--- config.mk ---
export PLATFORM = sky130hd
export DESIGN_NAME = cpuclk_top
export DESIGN_NICKNAME = d
export VERILOG_FILES = /design/src/rtl/cpuclk_pkg.sv /design/src/rtl/cpuclk_ctrl.sv /design/src/rtl/cpuclk_datapath.sv /design/src/rtl/cpuclk_top.sv
export SDC_FILE = /design/constraint.sdc
export NUM_CORES = 1
export LEC_CHECK = 0
export BUFFER_PORTS_ARGS = -buffer_cell sky130_fd_sc_hd__buf_2
export CAP_MARGIN = 0
export CORE_MARGIN = 5
export CORE_UTILIZATION = 57
export CTS_CLUSTER_DIAMETER = 200
export DETAILED_ROUTE_END_ITERATION = 6
export GPL_ROUTABILITY_DRIVEN = 0
export GPL_TIMING_DRIVEN = 1
export HOLD_SLACK_MARGIN = 0.05
export PLACE_DENSITY = 0.8
export SETUP_SLACK_MARGIN = 0.15
export SYNTH_ARGS = -nofsm -noshare
export SYNTH_HDL_FRONTEND = slang
export SYNTH_SLANG_ARGS = --single-unit
--- constraint.sdc ---
create_clock -name clk -period 3.1 [get_ports clk]
set_input_delay 0.155 -clock clk [delete_from_list [all_inputs] [get_ports clk]]
set_output_delay 0.155 -clock clk [all_outputs]
set_load 0.02 [all_outputs]
--- src/rtl/cpuclk_pkg.sv ---
package cpuclk_pkg;

  localparam int CPUCLK_N_W     = 9;
  localparam int CPUCLK_RATIO_W = CPUCLK_N_W + 1;

  // ratio requested by the register fields, already decoded
  typedef struct packed {
    logic [CPUCLK_RATIO_W-1:0] ratio;
    logic [CPUCLK_RATIO_W-1:0] highLen;
  } divCfg_t;

  // strobes from control to datapath
  typedef struct packed {
    logic loadCfg;
    logic srcSel;
    logic outSel;
  } ctrlStrb_t;

endpackage

--- src/rtl/cpuclk_ctrl.sv ---
module cpuclk_ctrl
  import cpuclk_pkg::*;
#(
  parameter int DATA_W  = 32,
  parameter int N_LSB   = 20,
  parameter int SEL_LSB = 2,
  parameter int OUT_BIT = 7,
  parameter int SRC_BIT = 0
) (
  input  logic              clk,
  input  logic              rstN,
  input  logic              regWrEn,
  input  logic              regAddr,
  input  logic [DATA_W-1:0] regWrData,
  input  logic              periodEnd,
  output divCfg_t           reqCfg,
  output ctrlStrb_t         strb
);

  localparam int N_W     = CPUCLK_N_W;
  localparam int RATIO_W = CPUCLK_RATIO_W;
  localparam int SEL_W   = 2;

  logic [N_W-1:0]   nField;
  logic [SEL_W-1:0] selField;
  logic             outSelQ;
  logic             srcSelQ;

  always_ff @(posedge clk or negedge rstN) begin
    if (!rstN) begin
      nField   <= '0;
      selField <= '0;
      outSelQ  <= 1'b0;
      srcSelQ  <= 1'b0;
    end else if (regWrEn) begin
      if (!regAddr) begin
        nField <= regWrData[N_LSB +: N_W];
      end else begin
        selField <= regWrData[SEL_LSB +: SEL_W];
        outSelQ  <= regWrData[OUT_BIT];
        srcSelQ  <= regWrData[SRC_BIT];
      end
    end
  end

  // ratio decode: fixed 1..3, or even 2N with N=0 folded to 1
  always_comb begin
    case (selField)
      2'd0:    reqCfg.ratio = RATIO_W'(1);
      2'd1:    reqCfg.ratio = RATIO_W'(2);
      2'd2:    reqCfg.ratio = RATIO_W'(3);
      default: reqCfg.ratio = (nField == '0) ? RATIO_W'(1) : {nField, 1'b0};
    endcase
    if (reqCfg.ratio == RATIO_W'(3) || reqCfg.ratio == RATIO_W'(1)) begin
      reqCfg.highLen = RATIO_W'(1);
    end else begin
      reqCfg.highLen = reqCfg.ratio >> 1;
    end
  end

  always_comb begin
    strb.loadCfg = periodEnd;
    strb.srcSel  = srcSelQ;
    strb.outSel  = outSelQ;
  end

endmodule

--- src/rtl/cpuclk_datapath.sv ---
module cpuclk_datapath
  import cpuclk_pkg::*;
#(
  parameter int NUM_SRC = 2
) (
  input  logic                      clk,
  input  logic                      rstN,
  input  logic                      pllClkIn,
  input  logic                      xtalClkIn,
  input  ctrlStrb_t                 strb,
  input  divCfg_t                   reqCfg,
  output logic                      periodEnd,
  output logic                      srcRise,
  output logic [CPUCLK_RATIO_W-1:0] activeRatio,
  output logic                      cpuClk
);

  localparam int RATIO_W = CPUCLK_RATIO_W;
  localparam int XTAL_IX = 0;
  localparam int PLL_IX  = 1;

  logic [NUM_SRC-1:0] srcRaw;
  logic [NUM_SRC-1:0] srcSamp;
  logic               selSrc;
  logic               srcPrev;
  logic [RATIO_W-1:0] phase;
  logic [RATIO_W-1:0] phaseNext;
  logic [RATIO_W-1:0] actHigh;
  logic               divOut;

  assign srcRaw[XTAL_IX] = xtalClkIn;
  assign srcRaw[PLL_IX]  = pllClkIn;

  // one sampling flop per incoming clock
  for (genvar i = 0; i < NUM_SRC; i++) begin : g_samp
    always_ff @(posedge clk or negedge rstN) begin
      if (!rstN) srcSamp[i] <= 1'b0;
      else       srcSamp[i] <= srcRaw[i];
    end
  end

  assign selSrc    = strb.srcSel ? srcSamp[PLL_IX] : srcSamp[XTAL_IX];
  assign srcRise   = selSrc & ~srcPrev;
  assign phaseNext = phase + RATIO_W'(1);
  assign periodEnd = srcRise && (phaseNext == activeRatio);

  always_ff @(posedge clk or negedge rstN) begin
    if (!rstN) begin
      srcPrev     <= 1'b0;
      phase       <= '0;
      activeRatio <= RATIO_W'(1);
      actHigh     <= RATIO_W'(1);
      divOut      <= 1'b0;
    end else begin
      srcPrev <= selSrc;
      if (srcRise) begin
        if (strb.loadCfg) begin
          activeRatio <= reqCfg.ratio;
          actHigh     <= reqCfg.highLen;
          phase       <= '0;
          divOut      <= 1'b1;
        end else begin
          phase  <= phaseNext;
          divOut <= (phaseNext < actHigh);
        end
      end else if (activeRatio == RATIO_W'(1)) begin
        divOut <= selSrc;
      end
    end
  end

  always_ff @(posedge clk or negedge rstN) begin
    if (!rstN) cpuClk <= 1'b0;
    else       cpuClk <= strb.outSel ? divOut : srcSamp[XTAL_IX];
  end

endmodule

--- src/rtl/cpuclk_top.sv ---
module cpuclk_top
  import cpuclk_pkg::*;
#(
  parameter int DATA_W  = 32,
  parameter int N_LSB   = 20,
  parameter int SEL_LSB = 2,
  parameter int OUT_BIT = 7,
  parameter int SRC_BIT = 0
) (
  input  logic              clk,
  input  logic              rstN,
  input  logic              pllClkIn,
  input  logic              xtalClkIn,
  input  logic              regWrEn,
  input  logic              regAddr,
  input  logic [DATA_W-1:0] regWrData,
  output logic              cpuClk
);

  divCfg_t                   reqCfg;
  ctrlStrb_t                 strb;
  logic                      periodEnd;
  logic                      srcRise;
  logic [CPUCLK_RATIO_W-1:0] activeRatio;

  cpuclk_ctrl #(
    .DATA_W (DATA_W),
    .N_LSB  (N_LSB),
    .SEL_LSB(SEL_LSB),
    .OUT_BIT(OUT_BIT),
    .SRC_BIT(SRC_BIT)
  ) u_ctrl (
    .clk      (clk),
    .rstN     (rstN),
    .regWrEn  (regWrEn),
    .regAddr  (regAddr),
    .regWrData(regWrData),
    .periodEnd(periodEnd),
    .reqCfg   (reqCfg),
    .strb     (strb)
  );

  cpuclk_datapath #(
    .NUM_SRC(2)
  ) u_dp (
    .clk        (clk),
    .rstN       (rstN),
    .pllClkIn   (pllClkIn),
    .xtalClkIn  (xtalClkIn),
    .strb       (strb),
    .reqCfg     (reqCfg),
    .periodEnd  (periodEnd),
    .srcRise    (srcRise),
    .activeRatio(activeRatio),
    .cpuClk     (cpuClk)
  );

endmodule

-- Word level (Yosys, flattened, before mapping)
Cells that the tools add are included.
- bits in registers: 48
- input port bits: 38
- output and inout port bits: 1
- logic and storage cells: 40
- add/subtract/negate cells: 1
- $lt $le $gt $ge: 1
- eq/ne operators: 6
- mux-type cells: 9
- bitwise operators: 3
- reduce and logical (&&, ||, !) cells: 8
- operator list (kind ; number):
    $pmux W10 S3 ; 1
    $eq A10 B1 Y1 const B ; 2
    $mux W10 ; 2
    $add A10 B1 Y10 const B ; 1
    $eq A10 B10 Y1 ; 1
    $eq A10 B2 Y1 const B ; 1
    $lt A10 B10 Y1 ; 1
    $logic_not A9 Y1 ; 1
    $mux W9 ; 1
    $reduce_and A2 Y1 ; 3
    $mux W1 ; 5
    $eq A2 B1 Y1 const B ; 1
    $eq A2 B2 Y1 const B ; 1
    $logic_not A2 Y1 ; 1
    $not A1 Y1 ; 2
    $reduce_bool A2 Y1 ; 1
    $and A1 B1 Y1 ; 1
    $logic_and A1 B1 Y1 ; 1
    $logic_or A1 B1 Y1 ; 1

-- Logic depth before layout (Yosys ltp)
Gate-level depths: netlist of run 1.
- word-level depth: 6
- gate-level depth with buffers: 10
- gate-level depth less buffers: 10

-- Cells and area by module
A second synthesis of run 1 with hierarchy kept.
- cells, all modules: 284
- area total of the unflattened synthesis: 2977.9 sq um
- by module, submodules not included (module ; instances ; cells each ; area each (sq um) ; seq. area each (sq um)):
    cpuclk_datapath ; 1 ; 216 ; 2149.6 ; 878.3
    cpuclk_ctrl ; 1 ; 68 ; 828.3 ; 325.3

-- Worst setup path before layout of run 1
No wires, ideal clock.
- kind: register -> register
- start point: reg u_dp.phase[1]
- end point: reg u_dp.actHigh[3]
- setup time: 0.128 ns
- arrival: 2.224 ns
- path slack: 0.749 ns
- cell stages (with the launch flop): 10
- buffers on the path: 2
- period minus slack after synthesis: 2.351 ns
- cell sequence: dfrtp_1 ha_1 and3_1 buf_4 xnor2_1 a21o_1 a211o_1 nor3b_2 buf_4 mux2_1
- longest elaborated chain between the ends: 4
- RTL lines (element ; RTL line ; RTL):
    start: declaration ; cpuclk_datapath.sv:26 ; logic [RATIO_W-1:0] phase;
    start signal: assignment ; cpuclk_datapath.sv:63 ; phase <= phaseNext;
    $add A10 B1 Y10 ; cpuclk_datapath.sv:44 ; assign phaseNext = phase + RATIO_W'(1);
    $eq A10 B10 Y1 ; cpuclk_datapath.sv:45 ; assign periodEnd = srcRise && (phaseNext == activeRatio);
    $logic_and A1 B1 Y1 ; cpuclk_datapath.sv:45 ;
    $reduce_and A2 Y1 (no line) ; -- ;
    end signal: assignment ; cpuclk_datapath.sv:59 ; actHigh <= reqCfg.highLen;
    end: declaration ; cpuclk_datapath.sv:28 ; logic [RATIO_W-1:0] actHigh;
Every way passes these cells.
A chain may end at the register's enable or synchronous reset.

-- Worst setup path after layout of run 1
- start point: reg u_dp.phase[1]
- end point: reg u_dp.actHigh[1]
The elaborated chain is that of the path after synthesis.

==> results of run 1 <==
[flip-flops by register name, summed over array words and instances, names as in the netlist, 2 cells and up]
| register | flops |
|---|---|
| u_dp.phase | 10 |
| u_ctrl.nField | 9 |
| u_ctrl.selField | 2 |
| u_dp.actHigh | 9 |
| u_dp.srcSamp | 2 |
| u_dp.activeRatio | 10 |
[report_power, final]
part | switching, mW | internal, mW
clock network | 0.205 | 0.241
logic | 0.309 | 0.298
registers | 0.0934 | 0.747
total | 0.607 | 1.29
[cell type report]
cell class | count | area (µm²)
Clock inverter | 2 | 37.54
Timing Repair Buffer | 25 | 157.7
Clock buffer | 6 | 72.57
Tap cell | 52 | 65.06
Sequential cell | 47 | 1179
Fill cell | 342 | 1526
Inverter | 21 | 78.83
Multi-Input combinational cell | 173 | 1297
[path summary, 6_finish.rpt]
| check | startpoint | end |
|---|---|---|
| worst max-delay path | u_dp.phase[1] | u_dp.actHigh[1] |
| max in group asynchronous | rstN | u_dp.phase[3] |
| min in group clk | regWrData[20] | u_ctrl.nField[0] |
| worst min-delay path | rstN | u_dp.actHigh[7] |
| worst max register to register | u_dp.phase[1] | u_dp.actHigh[1] |
| worst min register to register | u_dp.actHigh[3] | u_dp.actHigh[3] |
[cells by family (layout without fill, tap and decap cells)]
logic type,count (synthesis),after routing,share of synthesized area (%)
multiplexers,34,34,13.88
AND/OR/NAND/NOR,82,82,16.89
adder cells (fa/ha/maj),12,12,5.725
buffers and inverters,35,54,5.820
AO/OA/AOI/OAI,33,33,8.206
flip-flops,47,47,44.94
XOR/XNOR,12,12,4.532
[layer usage]
| layer | wire length (µm) | global-route usage (%) | part of all wire (%) | up-vias |
|---|---|---|---|---|
| met4 | 56 | 4.811 | 1.2 | 0 |
| li1 | - | - | - | 923 |
| met2 | 2182 | 25.38 | 46 | 30 |
| met1 | 2340 | 22.63 | 49 | 872 |
| met3 | 160 | 3.704 | 3.4 | 6 |
| met5 | 0 | 0 | 0 | - |
[layout by cell type, fill, tap and decap left out, drive strengths merged, types with 2 or more instances in the layout]
| master | netlist | routed |
|---|---|---|
| nand4 | 3 | 3 |
| dfrtp | 45 | 45 |
| a31oi | 3 | 3 |
| nand2b | 5 | 5 |
| nor4 | 5 | 5 |
| or3 | 3 | 3 |
| o21ai | 6 | 6 |
| dfstp | 2 | 2 |
| nor4b | 2 | 2 |
| xor2 | 6 | 6 |
| buf | 10 | 23 |
| dlygate4sd3 | 0 | 2 |
| a211oi | 2 | 2 |
| nor3 | 12 | 12 |
| ha | 12 | 12 |
| mux2 | 19 | 19 |
| and2 | 2 | 2 |
| a21oi | 10 | 10 |
| nand3 | 6 | 6 |
| clkbuf | 4 | 6 |
| inv | 21 | 21 |
| and3 | 8 | 8 |
| a21boi | 2 | 2 |
| mux2i | 15 | 15 |
| nand2 | 20 | 20 |
| and4 | 2 | 2 |
| xnor2 | 5 | 5 |
| nor2 | 11 | 11 |
| a21o | 2 | 2 |
[per-stage QoR]
| stage | cell area [µm²] | worst slack (ps) | hold slack [ps] | util (%) |
|---|---|---|---|---|
| floorplan | 2623 | 748.9 | -140.6 | - |
| global placement | 2758 | 423.5 | 262.8 | 62.47 |
| detailed placement | 2758 | 390.0 | 266.7 | 62.47 |
| CTS | 2888 | 375.1 | 57.53 | 65.42 |
| global route | 2888 | 219.3 | 58.03 | 65.42 |
| finish | 2888 | 404.2 | 26.28 | 65.42 |
==> impl_results.md, run 1 <==
- Status: finished clean
- Fin crit period: 2696 ps
- Crit path capture type: register
- Port bufs: 19
- Total power: 1.893 mW
- Critical Path, Cell by Cell: ha_1, xor2_1, nor4_1, o2111a_1, nand4_1, nor3b_4, buf_4, mux2i_1
- Ranking of synthesized cells by area: dfrtp_1 43%, mux2_2 6.0%, ha_1 5.7%, mux2i_1 5.7%, inv_1 3.0%
- P_leak: 1.320 nW
- Sequential element share of the synthesized area: 44.94%
- Io pins: 39
- Die span in y: 77.83 µm
- Mean post-synth cell area: 10.28 µm²
- Row cnt: 24
- CP max stage delay: 500 ps
- Synth cell count leaders: 45 x dfrtp_1, 21 x inv_1, 20 x nand2_1
- RSZ-0062 raised after global routing: no
- Count leader, synth: dfrtp_1
- CTS tree: yes
- Synth Instances: 255
- WL per Instance: 14.54 µm
- CTS buffer count: 5
- Synthesized area: 2623 µm²
- CP max FO: 8
- Clock Latency Late Sink: 300 ps
- Syn Nets: 305
- PwrDens: 655.6 nW/µm²
- Fin nets: 323
- Yosys cell types: 45
- Yosys top cell area share: 42.94%
- Initial antenna violation count: 0
- Max Root-Sink Buffers: 2
- Worst vdd ir: 0.3351 mV
- Routed Antenna Nets: 0
- Postcts setup bufs: 0
- Crit start category: register
- Final hold vios: 0
- HP Class: input pin to async pin
- Max frequency: 370.9 MHz
- Global-route wire length before repair: 8031 µm
- Most used DFF post-synth: dfrtp_1
- Root buffer cell: clkbuf_8
- Fin. max-slew vios: 0
- Worst Clk Skew: 7.362 ps
- Final Cycle Share: 86.96%
- Starting DRT DRC Count: 96
- Max H-tree Level: 2
- Routed vias: 1,831
- Routed wire length: 4740 µm
- Synth async-reset ratio: 100.0%
- Ant diodes: 0
- Required time of the critical path: 3320 ps
- Inst Count DP: 316
- Core area: 4414 µm²
- Critical path's top delay family: simple AND/OR/NAND/NOR gates
- Cts hold-fix bufs: 2
- Synth Register Bits: 47
- Type of the worst setup path: register to register
- DR DRC count: 0
- PostCTS Resize Cnt: 0
- Worst-Margin Slew: 1019 ps
- Synth area leader: dfrtp_1
- CP max-delay cell: nor3b_4
- CTS Sinks: 47
- Post-synth EDFFs: 0
- Share of cells above drive strength 1: 18.25%
- Largest net degree at the start of global routing: 48
- # setup viols final: 0
- Vias per cell: 5.617
- Die area: 6058 µm²
- Area Overhead vs Synth: 10.11%
- Max-cap violations: 0
- Number of iterations in the first detailed-routing pass: 4
- CP bufs+invs: 1
- Initial Util: 59.41%
- R2R cell count: 8
- Worst EP arrival: 2920 ps
- Post-route insts no fill: 326
- Clk slew on worst S/H paths: 90 ps
- Total negative slack: 0 ps
- Remaining Overflow, GRT: 0
- Vias in the first global route: 1,747
- Placed wire-length estimate: 3536 µm
- Warning count from the yosys run: 0
- Rel. slew slack: 32.08%
- R2r setup slk: 400 ps
- Die X: 77.83 µm
- WP depth: 8
- Gr usage total: 16.28%
(Power assumes the default switching activity.)
==> run 2: changes to the inputs <==
Settings changed: CORE_UTILIZATION 57 to 51, PLACE_DENSITY 0.8 to 0.75.
Clock period 3.1 ns to 2.3 ns, I/O delays scaled along.
==> impl_results.md, run 2 (synthesis results as in run 1) <==
- Ant diodes: 0
- # setup viols final: 7
- R2r endpoint: u_dp.actHigh[2]
- Type of the worst setup path: register to register
- Final hold vios: 0
- Largest net degree at the start of global routing: 34
- Core area: 5042 µm²
- Clock Latency Late Sink: 300 ps
- Most used cell, CP: buf_12
- R2R cell count: 9
- P_leak: 1.457 nW
- Worst EP arrival: 2540 ps
- Required time of the critical path: 2530 ps
- Critical Path, Cell by Cell: ha_4, and3_4, a32oi_1, nor4bb_1, nand4_1, nor3b_4, buf_12, buf_12, mux2i_1
- Row cnt: 26
- Final core occ: 63.85%
- Failing checks: setup timing
- Crit path capture type: register
- Dpl cell area: 2919 µm²
- Starting DRT DRC Count: 147
- Number of iterations in the first detailed-routing pass: 4
- Most frequent cells in the layout: 44 x dfrtp_1, 21 x inv_1, 20 x nand2_1, 19 x buf_2
- CP max FO: 10
- Max frequency: 433.1 MHz
- Hold Crit Start: regWrData[0]
- Post-layout instance area: 3219 µm²
- Biggest regs: u_dp.activeRatio x10, u_dp.phase x10
- PwrDens: 823.4 nW/µm²
- Worst Clk Skew: 5.085 ps
- Global-route wire length before repair: 9432 µm
- Gr usage total: 18.19%
- Max Root-Sink Buffers: 2
- CTS Sinks: 47
- Port bufs: 19
- Crit start category: register
- Die span in y: 81.71 µm
- Vias per cell: 5.342
- Worst-Margin Slew: 911.5 ps
- RR Startpoint: u_dp.phase[0]
- Remaining Overflow, GRT: 0
- Share of cells above drive strength 1: 26.25%
- Max-cap violations: 0
- Status: finished, violations left
- Io pins: 39
- RSZ-0062 raised after global routing: yes
- CTS tree: yes
- HP Class: input pin to register
- CP max-delay cell: dfrtp_1
- Commonest non-fill, non-tap cell in the layout: dfrtp_1
- WL per Instance: 14.25 µm
- Vias in the first global route: 1,999
- DR DRC count: 0
- Max H-tree Level: 2
- Die area: 6677 µm²
- Area Overhead vs Synth: 22.76%
- Hold Path Stages: 2
- Worst vdd ir: 0.5159 mV
- R2r setup slk: -9 ps
- Fin nets: 350
- WHS Endpoint: u_ctrl.srcSelQ
- Routed wire length: 5288 µm
- Total power: 2.651 mW
- Fin. max-slew vios: 0
- Root buffer cell: clkbuf_8
- Die X: 81.71 µm
- Placed wire-length estimate: 3957 µm
- Setup WS post-layout: -9.048 ps
- Rel. slew slack: 39.01%
- CP max stage delay: 410 ps
- Clk slew on worst S/H paths: 100 ps
- Initial Util: 52.01%
- Initial antenna violation count: 0
- Final Cycle Share: 100.4%
- Fin crit period: 2309 ps
- Routed vias: 1,982
- Routed Antenna Nets: 0
- Pre-CTS WS: -53.32 ps
- CTS buffer count: 5
run 2: cell count changes in the layout (fill, tap and decap cells not counted), moves of 2 or more:
cell	previous run	this run
buf_4	3	14
buf_6	0	2
dlygate4sd3_1	2	15
mux2_1	5	2
mux2_4	0	3
nor3_1	11	8
nor3_2	1	4
run 2: layer usage:
| layer | vias up | share of wire (%) | global-route usage (%) |
|---|---|---|---|
| met1 | 953 | 46 | 24.70 |
| met2 | 42 | 48 | 30.29 |
| li1 | 983 | - | - |
| met3 | 4 | 4.3 | 3.289 |
| met5 | - | 0 | 0 |
| met4 | 0 | 0.74 | 4.319 |
run 2: worst max path at each step:
stage	start	endpoint	slack (ps)
floorplan	u_dp.phase[1]	u_dp.actHigh[3]	30
global placement	u_dp.phase[1]	u_dp.activeRatio[1]	-30
detailed placement	u_dp.phase[1]	u_dp.activeRatio[7]	-50
CTS	u_dp.phase[1]	u_dp.activeRatio[2]	-5
global route	u_dp.phase[1]	u_dp.activeRatio[2]	-130
finish	u_dp.phase[0]	u_dp.actHigh[2]	-9
run 2: final cells by class:
class	count	area, µm²
fillers	387	1823
multi-input cells	173	1364
flip-flops and latches	47	1180
repair buffers	52	412.9
well taps	70	87.58
inverters	21	78.83
clock buffers	5	68.82
clock inverters	3	27.53
run 2: metrics by stage:
stage	instances	hold slack (ps)	TNS (ps)
after floorplan	255	-180.6	0
after global placement	346	36.38	-116.1
after detailed placement	346	39.41	-696.0
after CTS	370	52.60	-4.532
after global routing	371	52.56	-1964
final	371	52.89	-28.36
run 2: timing repair:
item                       in CTS  in global routing
hold endpoints to repair       28                  0
gates cloned                    0                  0
hold buffers                   15                  0
gates resized for setup         5                  5
setup endpoints to repair      25                 30
buffers inserted                1                  1
pin swaps                       0                  4
run 2: power by group:
group	total [mW]	switching, mW	internal [mW]
Sequential	1.14	0.134	1.01
Clock	0.534	0.308	0.226
Combinational	0.975	0.462	0.513
Total	2.65	0.904	1.75
run 2: worst max-delay path: cells and delay by family, from the launching register on:
family          cells  cell delay [ps]
mux                 1              190
simple gates        4             1030
buf+inv             2              320
flops               1              410
fa+ha+maj           1              170
compound gates      1              110
==> run 3: changes to the inputs <==
Settings changed: ABC_AREA from default to 1, CORE_UTILIZATION 51 to 57, PLACE_DENSITY 0.75 to 0.8.
Clock period 2.3 ns to 2.4 ns, I/O delays scaled along.
==> impl_results.md, run 3 <==
- Rel. slew slack: 33.12%
- Worst-Margin Slew: 1003 ps
- Most used cell, CP: nand2_1
- Most used DFF post-synth: dfrtp_1
- Synthesized area: 2704 µm²
- Global-route wire length before repair: 10,120 µm
- Remaining Overflow, GRT: 0
- Row cnt: 25
- Crit start category: register
- Root buffer cell: clkbuf_8
- Crit path capture type: register
- CP max FO: 4
- Count leader, synth: nand2_1
- Post-synth EDFFs: 0
- Routed vias: 2,326
- Status: finished clean
- Die area: 6221 µm²
- Vias per cell: 5.262
- Reg area: 1184 µm²
- Final hold vios: 0
- Synth Instances: 348
- Port bufs: 19
- Largest net degree at the start of global routing: 48
- WHS Endpoint: u_ctrl.nField[5]
- Synth cell count leaders: 135 x nand2_1, 45 x dfrtp_1, 43 x inv_1
- Setup WS post-layout: 324.9 ps
- Worst vdd ir: 0.5999 mV
- WL per Instance: 13.32 µm
- Total power: 3.297 mW
- Die X: 78.88 µm
- Worst Clk Skew: 8.662 ps
- Starting DRT DRC Count: 162
- Type of the worst setup path: register to register
- Mean post-synth cell area: 7.770 µm²
- HP Class: input pin to register
- Pre-CTS WS: 199.7 ps
- Max frequency: 481.9 MHz
- Initial antenna violation count: 0
- P_leak: 1.652 nW
- Placed wire-length estimate: 4103 µm
- Area Overhead vs Synth: 17.68%
- Final Cycle Share: 86.46%
- PwrDens: 1036 nW/µm²
- Worst EP arrival: 2270 ps
- Required time of the critical path: 2590 ps
- Synth area leader: dfrtp_1
- CTS buffer count: 5
- Clock Latency Late Sink: 300 ps
- Clk slew on worst S/H paths: 90 ps
- R2r endpoint: u_dp.divOut
- Most frequent cells in the layout: 132 x nand2_1, 43 x inv_1, 41 x dfrtp_1, 33 x nand3_1, 19 x buf_2
- CTS tree: yes
- Max Root-Sink Buffers: 2
- Commonest non-fill, non-tap cell in the layout: nand2_1
- Fin nets: 437
- Yosys top cell area share: 41.65%
- Routed wire length: 5887 µm
- Warning count from the yosys run: 0
- Fin. max-slew vios: 0
- CP max-delay cell: dfrtp_2
- Synth async-reset ratio: 100.0%
- CTS Sinks: 47
- Fill cells: 380
- Ranking of synthesized cells by area: dfrtp_1 42%, nand2_1 19%, nand3_1 6.1%, inv_1 6.0%, ha_1 5.6%
- Inst Count DP: 418
- RSZ-0062 raised after global routing: no
- Critical Path, Cell by Cell: nand2_4, nor2_4, buf_4, nand2_1, nand2_2, ha_4, nand2_1, nor2_1, nand2_1, nand3_1, nand2_1, nand2_1, nand2_1, a21oi_1, nand2_1, nand2_1, nand2_1
- Io pins: 39
- Post-route insts no fill: 442
- Area of the multi-input gates: 1376 µm²
- Hold Crit Start: regWrData[25]
- Max H-tree Level: 2
- Biggest regs: u_dp.activeRatio x10, u_dp.phase x10
- Hold Path Stages: 2
- R2R cell count: 17
- Gr usage total: 20.16%
- Sequential element share of the synthesized area: 43.59%
- DR DRC count: 0
- Number of iterations in the first detailed-routing pass: 4
- CP max stage delay: 470 ps
- Fin crit period: 2075 ps
- RR Startpoint: u_dp.phase[3]
- Ant diodes: 0
- Vias in the first global route: 2,289
- Die span in y: 78.88 µm
- Max-cap violations: 0
- Total negative slack: 0 ps
- Core area: 4661 µm²
- Initial Util: 58.01%
- Share of cells above drive strength 1: 19.07%
- # setup viols final: 0
- Routed Antenna Nets: 0
- Synth Register Bits: 47
- R2r setup slk: 320 ps
- Yosys cell types: 30
- Syn Nets: 398
## run 3: worst max-delay path by stage
stage / from / to / slack [ps] / depth (start not counted)
finish: u_dp.phase[3] / u_dp.divOut / 320 / 17
global route: u_dp.phase[0] / u_dp.divOut / 120 / 17
CTS: u_dp.phase[0] / u_dp.divOut / 160 / 16
detailed placement: u_dp.phase[0] / u_dp.divOut / 200 / 16
global placement: u_dp.phase[0] / u_dp.divOut / 250 / 16
floorplan: u_dp.phase[2] / u_dp.divOut / 460 / 18
## run 3: area by class of cell
cell class              count  share of cell area, %
clock inverters             2                  1.180
repair buffers             41                  8.887
flip-flops and latches     47                  37.20
well taps                  54                  2.123
clock buffers               6                  2.281
inverters                  43                  5.073
multi-input cells         249                  43.26
## run 3: report_power, final
part           internal (mW)  total, mW  switching [mW]
clock network          0.311      0.578           0.267
logic                  0.608       1.45           0.838
registers               1.04       1.27           0.234
total                   1.96       3.30            1.34
## run 3: kinds of logic after synthesis
kind of cell	after synthesis	share of synthesized area [%]
AND/OR/NAND/NOR	209	34.20
multiplexers	12	4.951
flip-flops	47	43.59
adder cells (fa/ha/maj)	12	5.553
XOR/XNOR	3	0.9719
AO/OA/AOI/OAI	13	2.730
buffers and inverters	52	8.005
## run 3: critical path: cells and delay by family (launching register included)
kind                     cells  cell delay [ps]
AO/OA/AOI/OAI                1              110
adder cells (fa/ha/maj)      1              290
AND/OR/NAND/NOR             14              980
flip-flops                   1              470
buffers and inverters        1              140
## run 3: timing repair
item | in CTS | in global routing
setup endpoints to repair | 0 | 30
gates resized for setup | 0 | 15
hold endpoints to repair | 53 | 0
hold buffers | 9 | 0
setup buffers | 0 | 7
## run 3: through the flow
| step | util, % | cell area, µm² | hold WS, ps |
|---|---|---|---|
| after global routing | 68.27 | 3182 | 59.86 |
| after detailed placement | 61.29 | 2856 | 231.6 |
| after global placement | 61.29 | 2856 | 228.0 |
| final | 68.27 | 3182 | 48.43 |
| after floorplan | - | 2704 | -175.6 |
| after CTS | 65.58 | 3057 | 50.91 |
## run 3: metal layers
metal | GRT usage [%] | up-vias | routed length (µm)
li1 | - | 1173 | -
met1 | 25.71 | 1089 | 2519
met2 | 34.97 | 52 | 3026
met3 | 3.855 | 12 | 239
met4 | 5.670 | 0 | 102
met5 | 0 | - | 0
